--- src/rtl/ozp_pkg.sv ---
package ozp_pkg;

  typedef enum logic [1:0] {
    ST_IDLE = 2'd0,
    ST_MUL  = 2'd1,
    ST_DIV  = 2'd2
  } ozp_state_e;

  function automatic int unsigned ozp_max(input int unsigned a, input int unsigned b);
    return (a > b) ? a : b;
  endfunction

endpackage

--- src/rtl/ozp_rst_sync.sv ---
module ozp_rst_sync #(
  parameter int STAGES = 2
) (
  input  logic clk,
  input  logic arst_n,
  output logic srst_n
);

  logic [STAGES-1:0] sync_q;

  generate
    for (genvar i = 0; i < STAGES; i++) begin : g_stage
      if (i == 0) begin : g_first
        always_ff @(posedge clk or negedge arst_n) begin
          if (!arst_n) sync_q[0] <= 1'b0;
          else         sync_q[0] <= 1'b1;
        end
      end else begin : g_next
        always_ff @(posedge clk or negedge arst_n) begin
          if (!arst_n) sync_q[i] <= 1'b0;
          else         sync_q[i] <= sync_q[i-1];
        end
      end
    end
  endgenerate

  assign srst_n = sync_q[STAGES-1];

endmodule

--- src/rtl/ozp_line_mac.sv ---
// Forms (row + lead lines) * pixels-per-line + column as a shift-add over
// the set bits of the constant line length.
module ozp_line_mac #(
  parameter int COORD_W    = 8,
  parameter int LEAD_LINES = 21,
  parameter int LINE_PIX   = 341,
  parameter int PROD_W     = 17
) (
  input  logic [COORD_W-1:0] col_i,
  input  logic [COORD_W-1:0] row_i,
  output logic [PROD_W-1:0]  pix_o
);

  localparam int LPW = $clog2(LINE_PIX + 1);

  logic [PROD_W-1:0] row_ext;
  logic [PROD_W-1:0] sum;

  always_comb begin
    row_ext = PROD_W'(row_i) + PROD_W'(LEAD_LINES);
    sum     = PROD_W'(col_i);
    for (int i = 0; i < LPW; i++) begin
      if (((LINE_PIX >> i) & 1) == 1) begin
        sum = sum + (row_ext << i);
      end
    end
  end

  assign pix_o = sum;

endmodule

--- src/rtl/ozp_div_const.sv ---
// Bit-serial restoring divider by a constant: one quotient bit per cycle.
module ozp_div_const #(
  parameter int W       = 17,
  parameter int DIVISOR = 3
) (
  input  logic         clk,
  input  logic         rst_n,
  input  logic         clr_i,
  input  logic         start_i,
  input  logic [W-1:0] dvd_i,
  output logic         done_o,
  output logic [W-1:0] quo_o
);

  localparam int REM_W = $clog2(DIVISOR) + 1;
  localparam int CNT_W = $clog2(W + 1);

  logic             busy_q, busy_nx;
  logic             done_q, done_nx;
  logic [CNT_W-1:0] cnt_q, cnt_nx;
  logic [W-1:0]     dvd_q, dvd_nx;
  logic [W-1:0]     quo_q, quo_nx;
  logic [REM_W-1:0] rem_q, rem_nx;
  logic [REM_W:0]   rem_sh;
  logic             take;

  always_comb begin
    busy_nx = busy_q;
    done_nx = 1'b0;
    cnt_nx  = cnt_q;
    dvd_nx  = dvd_q;
    quo_nx  = quo_q;
    rem_nx  = rem_q;
    rem_sh  = {rem_q, dvd_q[W-1]};
    take    = (rem_sh >= (REM_W+1)'(DIVISOR));
    if (clr_i) begin
      busy_nx = 1'b0;
    end else if (start_i) begin
      busy_nx = 1'b1;
      cnt_nx  = '0;
      dvd_nx  = dvd_i;
      quo_nx  = '0;
      rem_nx  = '0;
    end else if (busy_q) begin
      rem_nx = take ? REM_W'(rem_sh - (REM_W+1)'(DIVISOR)) : REM_W'(rem_sh);
      quo_nx = {quo_q[W-2:0], take};
      dvd_nx = {dvd_q[W-2:0], 1'b0};
      cnt_nx = cnt_q + CNT_W'(1);
      if (cnt_q == CNT_W'(W - 1)) begin
        busy_nx = 1'b0;
        done_nx = 1'b1;
      end
    end
  end

  always_ff @(posedge clk or negedge rst_n) begin
    if (!rst_n) begin
      busy_q <= 1'b0;
      done_q <= 1'b0;
      cnt_q  <= '0;
      dvd_q  <= '0;
      quo_q  <= '0;
      rem_q  <= '0;
    end else begin
      busy_q <= busy_nx;
      done_q <= done_nx;
      cnt_q  <= cnt_nx;
      dvd_q  <= dvd_nx;
      quo_q  <= quo_nx;
      rem_q  <= rem_nx;
    end
  end

  assign done_o = done_q;
  assign quo_o  = quo_q;

  // the partial remainder always stays below the divisor
  a_r2_rem_below_divisor: assert property (@(posedge clk) disable iff (!rst_n)
    rem_q < REM_W'(DIVISOR));

  // completion is a single-cycle pulse
  a_r4_done_single: assert property (@(posedge clk) disable iff (!rst_n)
    done_q |=> !done_q);

endmodule

--- src/rtl/ozp_ctrl.sv ---
module ozp_ctrl
  import ozp_pkg::*;
#(
  parameter int CYC_W  = 15,
  parameter int PROD_W = 17
) (
  input  logic              clk,
  input  logic              rst_n,
  input  logic [CYC_W-1:0]  cyc_i,
  input  logic              absent_i,
  input  logic              rd_i,
  input  logic              chg_i,
  input  logic              frame_i,
  input  logic              div_done_i,
  input  logic [PROD_W-1:0] div_quo_i,
  output logic              div_start_o,
  output logic              div_clr_o,
  output logic              ready_o,
  output logic              flag_o
);

  localparam int CMP_W = int'(ozp_max(CYC_W, PROD_W));

  ozp_state_e        state_q, state_nx;
  logic              flag_q, flag_nx;
  logic              valid_q, valid_nx;
  logic              ready_q, ready_nx;
  logic [PROD_W-1:0] pred_q;
  logic              pred_en;
  logic              kill;
  logic [CMP_W-1:0]  cyc_ext;
  logic              reached_old, reached_new;

  always_comb begin
    cyc_ext     = CMP_W'(cyc_i);
    reached_old = (cyc_ext >= CMP_W'(pred_q));
    reached_new = (cyc_ext >= CMP_W'(div_quo_i));
    kill        = chg_i && !flag_q;
    state_nx    = state_q;
    flag_nx     = flag_q;
    valid_nx    = valid_q;
    ready_nx    = 1'b0;
    pred_en     = 1'b0;
    div_start_o = 1'b0;
    div_clr_o   = frame_i;
    if (frame_i) begin
      state_nx = ST_IDLE;
      flag_nx  = 1'b0;
      valid_nx = 1'b0;
    end else begin
      if (kill) valid_nx = 1'b0;
      unique case (state_q)
        ST_IDLE: begin
          if (rd_i) begin
            if (flag_q || absent_i) begin
              ready_nx = 1'b1;
            end else if (valid_q && !kill) begin
              ready_nx = 1'b1;
              flag_nx  = reached_old;
            end else begin
              state_nx = ST_MUL;
            end
          end
        end
        ST_MUL: begin
          div_start_o = 1'b1;
          state_nx    = ST_DIV;
        end
        ST_DIV: begin
          if (kill) begin
            state_nx = ST_MUL;
          end else if (div_done_i) begin
            pred_en  = 1'b1;
            valid_nx = 1'b1;
            ready_nx = 1'b1;
            flag_nx  = reached_new;
            state_nx = ST_IDLE;
          end
        end
        default: state_nx = ST_IDLE;
      endcase
    end
  end

  always_ff @(posedge clk or negedge rst_n) begin
    if (!rst_n) begin
      state_q <= ST_IDLE;
      flag_q  <= 1'b0;
      valid_q <= 1'b0;
      ready_q <= 1'b0;
      pred_q  <= '0;
    end else begin
      state_q <= state_nx;
      flag_q  <= flag_nx;
      valid_q <= valid_nx;
      ready_q <= ready_nx;
      if (pred_en) pred_q <= div_quo_i;
    end
  end

  assign ready_o = ready_q;
  assign flag_o  = flag_q;

  // a set flag holds until the frame restarts
  a_r6_flag_sticky: assert property (@(posedge clk) disable iff (!rst_n)
    (flag_q && !frame_i) |=> flag_q);

  // frame restart clears flag and prediction and returns to idle
  a_r7_frame_clears: assert property (@(posedge clk) disable iff (!rst_n)
    frame_i |=> (!flag_q && !valid_q && state_q == ST_IDLE));

  // an absent sprite answers at once and never raises the flag
  a_r8_absent_no_flag: assert property (@(posedge clk) disable iff (!rst_n)
    (state_q == ST_IDLE && rd_i && absent_i && !flag_q && !frame_i) |=> (ready_q && !flag_q));

  // a stored prediction answers on the sampling edge
  a_r3_fast_answer: assert property (@(posedge clk) disable iff (!rst_n)
    (state_q == ST_IDLE && rd_i && valid_q && !chg_i && !frame_i) |=> ready_q);

  // no answer while the divider has not finished
  a_r9_no_early_ready: assert property (@(posedge clk) disable iff (!rst_n)
    (state_q == ST_DIV && !div_done_i) |=> !ready_q);

  // a change during division sends the sequence back to restart
  a_r10_restart: assert property (@(posedge clk) disable iff (!rst_n)
    (state_q == ST_DIV && chg_i && !frame_i) |=> (state_q == ST_MUL && !ready_q));

endmodule

--- src/rtl/ozp_hit_predictor.sv ---
module ozp_hit_predictor #(
  parameter int COORD_W     = 8,
  parameter int CYC_W       = 15,
  parameter int LINE_PIX    = 341,
  parameter int LEAD_LINES  = 21,
  parameter int DIVISOR     = 3,
  parameter int SYNC_STAGES = 2
) (
  input  logic               clk,
  input  logic               rst_n,
  input  logic [CYC_W-1:0]   cpu_cycle,
  input  logic [COORD_W-1:0] obj_x,
  input  logic [COORD_W-1:0] obj_y,
  input  logic               obj_absent,
  input  logic               stat_rd,
  input  logic               render_chg,
  input  logic               frame_restart,
  output logic               rd_ready,
  output logic               hit_flag
);

  localparam int COORD_MAX = (1 << COORD_W) - 1;
  localparam int PIX_MAX   = (COORD_MAX + LEAD_LINES) * LINE_PIX + COORD_MAX;
  localparam int PROD_W    = $clog2(PIX_MAX + 1);

  logic              srst_n;
  logic [PROD_W-1:0] pix_count;
  logic              div_start, div_clr, div_done;
  logic [PROD_W-1:0] div_quo;

  ozp_rst_sync #(.STAGES(SYNC_STAGES)) u_rst (
    .clk    (clk),
    .arst_n (rst_n),
    .srst_n (srst_n)
  );

  ozp_line_mac #(
    .COORD_W    (COORD_W),
    .LEAD_LINES (LEAD_LINES),
    .LINE_PIX   (LINE_PIX),
    .PROD_W     (PROD_W)
  ) u_mac (
    .col_i (obj_x),
    .row_i (obj_y),
    .pix_o (pix_count)
  );

  ozp_div_const #(
    .W       (PROD_W),
    .DIVISOR (DIVISOR)
  ) u_div (
    .clk     (clk),
    .rst_n   (srst_n),
    .clr_i   (div_clr),
    .start_i (div_start),
    .dvd_i   (pix_count),
    .done_o  (div_done),
    .quo_o   (div_quo)
  );

  ozp_ctrl #(
    .CYC_W  (CYC_W),
    .PROD_W (PROD_W)
  ) u_ctrl (
    .clk         (clk),
    .rst_n       (srst_n),
    .cyc_i       (cpu_cycle),
    .absent_i    (obj_absent),
    .rd_i        (stat_rd),
    .chg_i       (render_chg),
    .frame_i     (frame_restart),
    .div_done_i  (div_done),
    .div_quo_i   (div_quo),
    .div_start_o (div_start),
    .div_clr_o   (div_clr),
    .ready_o     (rd_ready),
    .flag_o      (hit_flag)
  );

  // the outputs are quiet while reset is held
  a_r1_reset_quiet: assert property (@(posedge clk)
    !srst_n |=> (!rd_ready && !hit_flag));

endmodule

--- config.mk ---
export PLATFORM = sky130hd
export DESIGN_NAME = ozp_hit_predictor
export DESIGN_NICKNAME = d
export VERILOG_FILES = /design/src/rtl/ozp_pkg.sv /design/src/rtl/ozp_rst_sync.sv /design/src/rtl/ozp_line_mac.sv /design/src/rtl/ozp_div_const.sv /design/src/rtl/ozp_ctrl.sv /design/src/rtl/ozp_hit_predictor.sv
export SDC_FILE = /design/constraint.sdc
export NUM_CORES = 1
export LEC_CHECK = 0
export ABC_AREA = 1
export BUFFER_PORTS_ARGS = -buffer_cell sky130_fd_sc_hd__buf_2
export CELL_PAD_IN_SITES_DETAIL_PLACEMENT = 0
export CELL_PAD_IN_SITES_GLOBAL_PLACEMENT = 1
export CORE_AREA = 2 2 125 127
export CTS_BUF_LIST = sky130_fd_sc_hd__clkbuf_4 sky130_fd_sc_hd__clkbuf_8 sky130_fd_sc_hd__clkbuf_16
export DETAILED_ROUTE_END_ITERATION = 12
export DIE_AREA = 0 0 127 129
export PLACE_DENSITY = 0.76
export SKIP_LAST_GASP = 1
export SYNTH_ARGS = -nofsm -noshare
export SYNTH_HDL_FRONTEND = slang
export SYNTH_SLANG_ARGS = --single-unit
--- constraint.sdc ---
create_clock -name clk -period 2.82 [get_ports clk]
set_input_delay 0.423 -clock clk [delete_from_list [all_inputs] [get_ports clk]]
set_output_delay 0.423 -clock clk [all_outputs]
set_load 0.02 [all_outputs]
==> impl_metrics.json, run 1 <==
{
  "antenna_found_initial": 0,
  "setup_violations": 13,
  "hpwlAfterDp_um": 8870,
  "yosysWarnings": 0,
  "violations": "negative setup slack",
  "holdPathStages": 2,
  "cts_tree": "yes",
  "yosys-top-cells-count": "138 x nand2_1, 129 x inv_1, 74 x ha_1, 68 x dfrtp_1, 40 x nor2_1",
  "wl_met3_um": 328,
  "reg2reg_depth": 6,
  "grt_pass1_vias": 4752,
  "cpMostUsedCell": "nand2_1",
  "synth.most_common_cell": "nand2_1",
  "r2r_slack_ns": 0.97,
  "postLayoutCoreUtil_pct": 46.0,
  "synthArstFlopShare_pct": 100,
  "num_vias": 4493,
  "numCtsBuffers": 9,
  "route.met2.wl_um": 6020,
  "hp-class": "input port to register",
  "synth_compound_area_share_pct": 11.2,
  "htree_levels": 3,
  "cpPeakStageDelay_ns": 0.48,
  "highest-signal-layer": "met4",
  "path_cells": "buf_8 -> ha_4 -> o21ai_4 -> xor2_2 -> inv_2 -> fa_1 -> inv_1 -> fa_1 -> inv_1 -> fa_1 -> ha_4 -> a21oi_4 -> o21ai_1 -> inv_1 -> nand2_2 -> nand2_1 -> nand2_1 -> nand2_1 -> nand2_1 -> o21bai_1",
  "run_status": "finished with violations",
  "drv_cap": 0,
  "r2r_end": "u_div.dvd_q[13]$_DFFE_PN0P_",
  "synth_top_family_by_area": "adder cells",
  "grt_start_max_net_pins": 39,
  "final_antenna_net_count": 0,
  "io_buffers": 38,
  "overflow": 0,
  "clk_pin_slew_worst_paths_ns": 0.06,
  "routed_wl_um": 11600,
  "required_ns": 3.08,
  "critPathMaxFanout": 5,
  "die_area_um2": 16400,
  "yosys-mux-area-fraction_pct": 0,
  "syn_area_per_cell_um2": 8.02,
  "wl_met1_um": 5100,
  "rows": 45,
  "dr.pass1.iters": 6,
  "arrival_ns": 3.63,
  "max_slew.worst_pin.slew_ns": 0.814,
  "hold_ws_ns": 0.335,
  "fin_ws_ns": -0.557,
  "n_antenna_cell": 0,
  "cts_sinks": 68,
  "area_delta_synth_final_pct": 28.9,
  "crit_buf_inv": 5,
  "instances_no_fill": 954,
  "p_per_area_nw_per_um2": 809,
  "initial_utilization_pct": 35.7,
  "drtIter0Drc": 201,
  "dp.cells": 927,
  "clock_latency_ns": 0.34,
  "design_power_total_mw": 5.58,
  "clk_path_buf_depth": 2,
  "power.leakage_nw": 3.41,
  "hold_start": "frame_restart",
  "synth_xor_area_share_pct": 1.97,
  "crit_slowest_cell": "fa_1",
  "yosys.area_share.simple_pct": 20.1,
  "synth_flop_cell": "dfrtp_1",
  "fin_crit_sh_pct": 120,
  "chipHeight_um": 129,
  "wl_per_cell_um": 12.2,
  "critPathLaunchType": "input port",
  "synth_nets": 796,
  "synth_top_area_cell": "dfrtp_1",
  "synth_edf_count": 0,
  "fillers": 1469,
  "peakVddDrop_v": 0.000396,
  "slew_headroom_pct": 45.7,
  "criticalPathCategory": "input port to register",
  "ys_seq_area_share_pct": 31.8,
  "min_to": "u_ctrl.ready_o$_DFF_PN0_",
  "gp_congestion": 0.820,
  "cts-root-buf": "clkbuf_16",
  "crit_family": "adder cells",
  "core-area_um2": 15000,
  "fin_tns_setup_ns": -4.90,
  "synth_fa_ha_area_share_pct": 24.1,
  "yosys.cell_types.count": 40,
  "rsz0062_at_grt": "yes",
  "period_needed_ns": 3.38,
  "synth_area_um2": 5350,
  "worstReg2RegStart": "u_ctrl.state_q[0]$_DFFE_PN0P_",
  "fp.dieW_um": 127,
  "finalHoldViolCount": 0,
  "grt_pass1_wl_um": 20500,
  "avgViaCountPerCell": 4.71,
  "drc": 0,
  "syn_inst": 667,
  "finalClockSkew_ns": 0.00572,
  "ios": 39,
  "ys_top_cells_by_area": "dfrtp_1 32%, ha_1 17%, nand2_1 9.7%, inv_1 9.1%, fa_1 6.7%",
  "max_freq_mhz": 296,
  "ys_ff_latch": 68,
  "slew_violations": 0,
  "crit_path_end_kind": "register",
  "post-synth-top-area-fraction_pct": 31.8,
  "fin_nets": 890,
  "track_usage_pct": 15.2,
  "drive_above_1_share_pct": 26.2
}
-- layer usage --
| metal | up-vias | GRT usage [%] |
|---|---|---|
| li1 | 2341 | - |
| met5 | - | 0 |
| met3 | 10 | 2.41 |
| met2 | 60 | 29.3 |
| met4 | 0 | 4.98 |
| met1 | 2082 | 17.1 |
-- registers in the layout, indices dropped and copies added (netlist names), 2 cells and up --
register / count
u_div.cnt_q: 5
u_ctrl.state_q: 2
u_ctrl.pred_q: 17
u_div.dvd_q: 17
u_div.quo_o: 17
u_div.rem_q: 3
-- placed cells by master (no fill, tap or decap), types with 3 or more instances in the layout --
| master | n |
|---|---|
| nand2_1 | 127 |
| inv_1 | 119 |
| dfrtp_1 | 67 |
| ha_1 | 57 |
| buf_4 | 52 |
| nor2_1 | 36 |
| buf_2 | 35 |
| nand3_1 | 28 |
| o22ai_1 | 19 |
| o21ai_0 | 18 |
| o21ai_1 | 17 |
| ha_4 | 17 |
| nand2_2 | 16 |
| inv_2 | 15 |
| a21oi_1 | 15 |
| fa_1 | 14 |
| nand4_1 | 11 |
| clkbuf_16 | 9 |
| a21oi_2 | 7 |
| xor2_1 | 7 |
| nor2_2 | 6 |
| nor3_1 | 5 |
| o221ai_1 | 5 |
| buf_6 | 5 |
| nand2_4 | 4 |
| o211ai_1 | 4 |
| fa_2 | 4 |
| o21bai_1 | 3 |
| a31o_2 | 3 |
| a31oi_1 | 3 |
| a21oi_4 | 3 |
-- cells by family after synthesis --
group | count (synthesis)
buf+inv | 147
fa+ha+maj | 92
simple gates | 245
flops | 68
compound gates | 102
xor+xnor | 12
other cells | 1
-- final cells by class --
class	count	area, um^2	area share, %
clock buffer	10	239	3.47
clock inverter	6	63.8	0.926
inverter	134	503	7.30
multi-input combinational	452	3470	50.3
sequential	68	1700	24.7
tap	188	235	3.41
timing repair buffer	96	682	9.89
-- power by group --
group | total, mW | switching, mW | internal (mW)
Combinational | 3.18 | 1.65 | 1.54
Clock | 1.12 | 0.415 | 0.705
Sequential | 1.27 | 0.108 | 1.17
Total | 5.58 | 2.17 | 3.41
-- repair_timing --
action	CTS	global route
pin swaps	29	9
hold buffers	1	0
setup buffers	10	1
endpoints found under the setup margin	13	13
resized for setup	64	12
hold endpoints to repair	2	0
-- per-stage QoR --
| step | instance area, um^2 | setup slack [ns] |
|---|---|---|
| finish | 6890 | -0.557 |
| global route | 6890 | -0.711 |
| CTS | 6830 | -0.566 |
| detailed placement | 6130 | -1.07 |
| global placement | 6130 | -0.987 |
| floorplan | 5430 | -0.743 |
-- worst max-delay path by stage --
stage             start                          end  slack [ns]  depth (start not counted)
2_1_floorplan  obj_y[0]  u_div.dvd_q[15]$_DFFE_PN0P_       -0.74                         19
3_3_place_gp   obj_y[0]  u_div.dvd_q[15]$_DFFE_PN0P_       -0.99                         21
3_5_place_dp   obj_y[0]  u_div.dvd_q[15]$_DFFE_PN0P_       -1.07                         21
4_1_cts        obj_y[1]  u_div.dvd_q[15]$_DFFE_PN0P_       -0.57                         20
5_1_grt        obj_y[1]  u_div.dvd_q[15]$_DFFE_PN0P_       -0.71                         20
6_report       obj_y[0]  u_div.dvd_q[15]$_DFFE_PN0P_       -0.56                         20
Note: power is estimated with default switching activity, not from simulation.
==> run 2: changes to the inputs <==
--- a/config.mk
+++ b/config.mk
@@ -9,11 +9,11 @@
 export BUFFER_PORTS_ARGS = -buffer_cell sky130_fd_sc_hd__buf_2
 export CELL_PAD_IN_SITES_DETAIL_PLACEMENT = 0
 export CELL_PAD_IN_SITES_GLOBAL_PLACEMENT = 1
-export CORE_AREA = 2 2 125 127
+export CORE_AREA = 2 2 111 113
 export CTS_BUF_LIST = sky130_fd_sc_hd__clkbuf_4 sky130_fd_sc_hd__clkbuf_8 sky130_fd_sc_hd__clkbuf_16
 export DETAILED_ROUTE_END_ITERATION = 12
-export DIE_AREA = 0 0 127 129
-export PLACE_DENSITY = 0.76
+export DIE_AREA = 0 0 113 115
+export PLACE_DENSITY = 0.91
 export SKIP_LAST_GASP = 1
 export SYNTH_ARGS = -nofsm -noshare
 export SYNTH_HDL_FRONTEND = slang
==> run 2 against run 1 <==
The flow finishes with violations (design-rule violations, negative setup slack). Utilization increased by 12 points. Cell count decreased by 4.5%. Sequential share of layout area increased by 0.20 points. Non-clock buffer count decreased by 2. Via count increased by 3.4%. Critical path depth decreased by 3. Die area decreased by 21%. Final area decreased by 0.82%. Register-to-register slack about the same. Worst hold slack improved by 0.0028 ns. First-iteration DRC count increased by 2.0%. Critical endpoint is now u_div.dvd_q[13]$_DFFE_PN0P_.
==> impl_metrics.json, run 2 (synthesized netlist as in run 1, its figures left out) <==
{
  "run_status": "finished with violations",
  "violations": "design-rule violations, negative setup slack",
  "rsz0062_at_grt": "yes",
  "period_needed_ns": 3.44,
  "r2r_slack_ns": 0.97,
  "reg2reg_depth": 6,
  "wl_per_cell_um": 13.4,
  "cellInternalPower_mw": 3.52,
  "p_clk_share_pct": 21.7,
  "avgViaCountPerCell": 5.10,
  "grt_pass1_wl_um": 20800,
  "drc": 3,
  "gp_congestion": 0.891,
  "path_cells": "buf_8 -> ha_4 -> o21ai_4 -> xor2_2 -> inv_2 -> fa_1 -> inv_1 -> fa_1 -> inv_2 -> fa_2 -> ha_4 -> a21oi_4 -> buf_4 -> o21ai_2 -> nand2_1 -> nand4_1 -> a31o_2",
  "finalHoldViolCount": 0,
  "numCtsBuffers": 9,
  "rows": 40,
  "max_slew.worst_pin.slew_ns": 0.752,
  "cts_tree": "yes",
  "num_vias": 4647,
  "hp-class": "register to asynchronous set/reset pin",
  "setup_violations": 13,
  "ios": 39,
  "criticalPathCategory": "input port to register",
  "clk_pin_slew_worst_paths_ns": 0.06,
  "fp.dieW_um": 113,
  "layout_commonest_cell": "nand2_1",
  "drv_cap": 0,
  "crit_slowest_cell": "fa_2",
  "final_antenna_net_count": 0,
  "cts_sinks": 68,
  "initial_utilization_pct": 45.3,
  "cpPeakStageDelay_ns": 0.59,
  "layout_common_cells": "129 x nand2_1, 118 x inv_1, 67 x dfrtp_1",
  "grt_pass1_vias": 4829,
  "clk_path_buf_depth": 2,
  "crit_family": "adder cells",
  "crit_path_end_kind": "register",
  "track_usage_pct": 19.7,
  "power.leakage_nw": 3.41,
  "peakVddDrop_v": 0.000333,
  "die_area_um2": 13000,
  "cts-root-buf": "clkbuf_16",
  "pre_cts_slack_ns": -1.06,
  "max_freq_mhz": 291,
  "crit_buf_inv": 5,
  "combPwrFrac_pct": 56.2,
  "fin_ws_ns": -0.622,
  "routed_wl_um": 12200,
  "slew_violations": 0,
  "grt_start_max_net_pins": 36,
  "htree_levels": 3,
  "drive_above_1_share_pct": 25.5,
  "worstReg2RegStart": "u_ctrl.state_q[0]$_DFFE_PN0P_",
  "p_per_area_nw_per_um2": 843,
  "slew_headroom_pct": 49.9,
  "clock_latency_ns": 0.33,
  "n_antenna_cell": 0,
  "core-area_um2": 11800,
  "arrival_ns": 3.66,
  "r2r_end": "u_div.dvd_q[13]$_DFFE_PN0P_",
  "overflow": 0,
  "drtIter0Drc": 205,
  "finalClockSkew_ns": 0.00468,
  "p_sw_mw": 2.24,
  "hpwlAfterDp_um": 8940,
  "antenna_found_initial": 0,
  "fin_crit_sh_pct": 122,
  "fin_nets": 888,
  "required_ns": 3.04,
  "critPathMaxFanout": 5,
  "critPathLaunchType": "input port",
  "postLayoutCoreUtil_pct": 57.9,
  "pwr-share-seq_pct": 22.1,
  "swShare_pct": 39.0,
  "area_delta_synth_final_pct": 27.8,
  "chipHeight_um": 115,
  "io_buffers": 38,
  "dr.pass1.iters": 8
}
run 2: power groups by stage:
stage / sequential, mW / combinational, mW / clock [mW]
3_5_place_dp: 1.29 / 2.54 / 0
2_1_floorplan: 1.28 / 1.73 / 0
3_3_place_gp: 1.28 / 2.45 / 0
6_report: 1.28 / 3.24 / 1.25
4_1_cts: 1.27 / 2.93 / 1.27
5_1_grt: 1.30 / 3.61 / 1.31
run 2: area by class of cell:
class	instances	area, um^2
clock buffers	12	267
clock inverters	4	70.1
fillers	1038	4970
inverters	134	503
multi-input cells	452	3460
flip-flops and latches	68	1700
well taps	147	184
repair buffers	94	653
run 2: how the worst max path moves through the flow:
stage / from / endpoint / slack (ns) / cells after the start
6_report: obj_y[0] / u_div.dvd_q[13]$_DFFE_PN0P_ / -0.62 / 17
3_3_place_gp: obj_y[0] / u_div.dvd_q[16]$_DFFE_PN0P_ / -0.96 / 20
4_1_cts: obj_y[0] / u_div.dvd_q[15]$_DFFE_PN0P_ / -0.62 / 20
5_1_grt: obj_y[0] / u_div.dvd_q[12]$_DFFE_PN0P_ / -0.82 / 19
3_5_place_dp: obj_y[0] / u_div.dvd_q[16]$_DFFE_PN0P_ / -1.06 / 20
2_1_floorplan: obj_y[0] / u_div.dvd_q[15]$_DFFE_PN0P_ / -0.74 / 19
run 2: stage by stage:
step | cells | power (mW) | setup TNS (ns) | cell area (um^2) | hold WS [ns]
detailed placement | 885 | 3.83 | -11.81 | 6070 | 0.210
finish | 911 | 5.76 | -5.52 | 6840 | 0.338
floorplan | 667 | 3.01 | -7.06 | 5430 | 0.127
CTS | 908 | 5.48 | -5.34 | 6660 | 0.334
global placement | 885 | 3.73 | -10.78 | 6070 | 0.208
global route | 911 | 6.22 | -7.34 | 6840 | 0.360
run 2: what timing repair did:
item                       4_1_cts  5_1_grt
setup buffers                    6        3
setup endpoints to repair       13       13
hold buffers                     1        0
gates resized for setup         44       25
gates cloned                     0        0
hold endpoints to repair         2        0
pin swaps                       26       12
run 2: worst register-to-register path, stage by stage, from the launching register on:
cell and delay (ns):
dfrtp_1 0.40, inv_1 0.09, nor2_2 0.15, nand2_4 0.17, nand2_2 0.54, o22ai_1 0.15
a31o_2 0.24
run 2: routing by layer:
| metal | global-route usage, % | up-vias | wire length [um] |
|---|---|---|---|
| li1 | - | 2330 | - |
| met1 | 22.1 | 2204 | 4970 |
| met2 | 37.6 | 90 | 6610 |
| met3 | 2.37 | 23 | 338 |
| met4 | 8.37 | 0 | 270 |
| met5 | 0 | - | 0 |
==> run 3: changes to the inputs <==
--- a/config.mk
+++ b/config.mk
@@ -5,15 +5,15 @@
 export SDC_FILE = /design/constraint.sdc
 export NUM_CORES = 1
 export LEC_CHECK = 0
-export ABC_AREA = 1
 export BUFFER_PORTS_ARGS = -buffer_cell sky130_fd_sc_hd__buf_2
+export CAP_MARGIN = 20
 export CELL_PAD_IN_SITES_DETAIL_PLACEMENT = 0
 export CELL_PAD_IN_SITES_GLOBAL_PLACEMENT = 1
-export CORE_AREA = 2 2 111 113
+export CORE_AREA = 2 2 105 107
 export CTS_BUF_LIST = sky130_fd_sc_hd__clkbuf_4 sky130_fd_sc_hd__clkbuf_8 sky130_fd_sc_hd__clkbuf_16
 export DETAILED_ROUTE_END_ITERATION = 12
-export DIE_AREA = 0 0 113 115
-export PLACE_DENSITY = 0.91
+export DIE_AREA = 0 0 107 109
+export PLACE_DENSITY = 0.95
 export SKIP_LAST_GASP = 1
 export SYNTH_ARGS = -nofsm -noshare
 export SYNTH_HDL_FRONTEND = slang
==> constraint.sdc (replaced) <==
create_clock -name clk -period 4 [get_ports clk]
set_input_delay 0.6 -clock clk [delete_from_list [all_inputs] [get_ports clk]]
set_output_delay 0.6 -clock clk [all_outputs]
set_load 0.02 [all_outputs]
==> run 3 against run 2 <==
The flow now finishes without violations. Clock-buffer cell count unchanged. Area after synthesis decreased by 2.4%. Flip-flop and latch count unchanged. Sequential power decreased by 29%. Critical path depth unchanged. Combinational power decreased by 48%. Register-to-register slack improved by 1.0 ns. Sequential share of layout area increased by 2.7 points. Clock power decreased by 48%. Final area decreased by 9.8%. Clock skew increased by 0.0074 ns.
==> impl_metrics.json, run 3 <==
{
  "run_status": "complete, no violations",
  "core-area_um2": 10600,
  "fin_tns_setup_ns": 0,
  "cts_hold_buf": 0,
  "routed_wl_um": 10200,
  "power.leakage_nw": 3.03,
  "required_ns": 4.21,
  "ys_ff_latch": 68,
  "synth_flop_cell": "dfrtp_1",
  "crit_buf_inv": 3,
  "dp.cells": 790,
  "wl_per_cell_um": 12.7,
  "cts_tree": "yes",
  "fp.dieW_um": 107,
  "critPathMaxFanout": 3,
  "pwr-share-seq_pct": 28.0,
  "antenna_found_initial": 0,
  "synth.most_common_cell": "nand2_1",
  "path_cells": "buf_2 -> ha_1 -> o21a_4 -> o21ai_4 -> xnor2_2 -> fa_1 -> inv_1 -> fa_1 -> inv_1 -> ha_1 -> ha_4 -> nand3_1 -> nand2_1 -> a311o_1 -> o22ai_1 -> xor2_1 -> a21oi_1",
  "hold_ws_ns": 0.0359,
  "p_clk_share_pct": 20.0,
  "r2r_slack_ns": 1.98,
  "slew_headroom_pct": 35.9,
  "drtIter0Drc": 166,
  "fin_area_um2": 6170,
  "synth_nets": 717,
  "swShare_pct": 36.6,
  "io_buffers": 38,
  "crit_path_end_kind": "register",
  "dr.pass1.iters": 4,
  "ys_seq_area_share_pct": 32.6,
  "post-synth-top-area-fraction_pct": 32.6,
  "finalHoldViolCount": 0,
  "gp_congestion": 0.841,
  "instances_no_fill": 806,
  "drive_above_1_share_pct": 19.1,
  "grt_start_max_net_pins": 39,
  "peakVddDrop_v": 0.000286,
  "n_antenna_cell": 0,
  "area_delta_synth_final_pct": 18.2,
  "crit_family": "adder cells",
  "critPathLaunchType": "input port",
  "syn_area_per_cell_um2": 8.87,
  "setup_violations": 0,
  "layout_common_cells": "97 x nand2_1, 71 x inv_1, 71 x ha_1",
  "num_vias": 4217,
  "chipHeight_um": 109,
  "synth_top_area_cell": "dfrtp_1",
  "max_slew.worst_pin.slew_ns": 0.958,
  "yosys-top-cells-count": "97 x nand2_1, 74 x ha_1, 71 x inv_1, 68 x dfrtp_1, 46 x a21oi_1",
  "combPwrFrac_pct": 52.0,
  "yosysWarnings": 0,
  "clk_pin_slew_worst_paths_ns": 0.07,
  "overflow": 0,
  "synth_edf_count": 0,
  "syn_inst": 588,
  "crit_slowest_cell": "fa_1",
  "period_needed_ns": 3.86,
  "cpPeakStageDelay_ns": 0.54,
  "avgViaCountPerCell": 5.23,
  "hpwlAfterDp_um": 7980,
  "p_per_area_nw_per_um2": 526,
  "placed_cell_area_um2": 5890,
  "drc": 0,
  "r2r_end": "u_ctrl.flag_o$_DFFE_PN0P_",
  "max_freq_mhz": 259,
  "slew_violations": 0,
  "ios": 39,
  "rsz0062_at_grt": "yes",
  "cts-root-buf": "clkbuf_8",
  "criticalPathCategory": "input port to register",
  "cts_sinks": 68,
  "finalClockSkew_ns": 0.0121,
  "synthArstFlopShare_pct": 100,
  "die_area_um2": 11700,
  "synth_area_um2": 5220,
  "arrival_ns": 4.07,
  "grt_pass1_vias": 4258,
  "layout_commonest_cell": "nand2_1",
  "track_usage_pct": 18.8,
  "grt_pass1_wl_um": 18000,
  "rows": 38,
  "worstReg2RegStart": "u_ctrl.pred_q[0]$_DFFE_PN0P_",
  "drv_cap": 0,
  "htree_levels": 3,
  "ys_top_cells_by_area": "dfrtp_1 33%, ha_1 18%, nand2_1 7.0%, fa_1 6.9%, inv_1 5.1%",
  "p_sw_mw": 1.19,
  "yosys.cell_types.count": 56,
  "initial_utilization_pct": 49.2,
  "startpoint": "obj_y[0]",
  "fin_crit_sh_pct": 96.5,
  "clk_path_buf_depth": 2,
  "cellInternalPower_mw": 2.06,
  "reg2reg_depth": 7,
  "clock_latency_ns": 0.34,
  "numCtsBuffers": 9,
  "final_antenna_net_count": 0,
  "hp-class": "input port to asynchronous set/reset pin",
  "fin_nets": 791
}
==> run 3: stage by stage <==
| step | utilization, % | power, mW | setup slack [ns] |
|---|---|---|---|
| after global routing | 58.2 | 3.56 | -0.0574 |
| after detailed placement | 55.6 | 2.54 | -0.263 |
| after floorplan | - | 2.03 | 0.00115 |
| after CTS | 57.8 | 3.21 | 0.103 |
| after global placement | 55.6 | 2.49 | -0.170 |
| final | 58.2 | 3.24 | 0.139 |
==> run 3: cell type report <==
| class | count | area (um^2) |
|---|---|---|
| clock buffers | 12 | 165 |
| clock inverters | 3 | 68.8 |
| fillers | 937 | 4430 |
| inverters | 72 | 275 |
| multi-input cells | 428 | 3250 |
| flip-flops and latches | 68 | 1700 |
| well taps | 140 | 175 |
| repair buffers | 83 | 528 |
==> run 3: cells by family after synthesis <==
| group | synth area share, % |
|---|---|
| AO/OA/AOI/OAI | 15.2 |
| XOR/XNOR | 4.39 |
| adder cells (fa/ha/maj) | 24.7 |
| buffers and inverters | 6.88 |
| flip-flops | 32.6 |
| multiplexers | 1.03 |
| other | 0.0719 |
| AND/OR/NAND/NOR | 15.2 |
==> run 3: power groups by stage <==
stage                     Clock, mW  Combinational, mW  Sequential, mW
final                         0.648               1.69           0.908
after global routing          0.692               1.94           0.927
after floorplan                   0               1.14           0.897
after global placement            0               1.58           0.914
after detailed placement          0               1.62           0.920
after CTS                     0.667               1.63           0.908
==> run 3: what timing repair did <==
| action | 4_1_cts | 5_1_grt |
|---|---|---|
| resized for setup | 0 | 10 |
| hold endpoints to repair | 0 | 0 |
| buffers inserted | 0 | 1 |
| setup endpoints to repair | 0 | 7 |
==> run 3: how the worst max path moves through the flow <==
stage,endpoint,slack (ns),cells past startpoint
after floorplan,u_div.dvd_q[13]$_DFFE_PN0P_,0.001,14
after global placement,u_div.dvd_q[12]$_DFFE_PN0P_,-0.17,16
after detailed placement,u_div.dvd_q[13]$_DFFE_PN0P_,-0.26,15
after CTS,u_div.dvd_q[13]$_DFFE_PN0P_,0.10,15
after global routing,u_div.dvd_q[13]$_DFFE_PN0P_,-0.06,15
final,u_div.dvd_q[15]$_DFFE_PN0P_,0.14,17
==> run 3: routing by layer <==
metal  vias up  part of all wire [%]  GRT usage [%]  wire length (um)
met1      2023                    46           24.0              4650
met3         6                   2.6           3.05               265
met4         0                  0.72           4.17                74
li1       2134                     -              -                 -
met2        54                    51           33.8              5210
met5         -                     0              0                 0
==> run 3: worst reg2reg max path: cells and delay by family, from the launching register on <==
| kind | cells | cell delay [ns] |
|---|---|---|
| flops | 1 | 0.38 |
| simple gates | 1 | 0.15 |
| compound gates | 5 | 1.11 |
| fa+ha+maj | 1 | 0.27 |
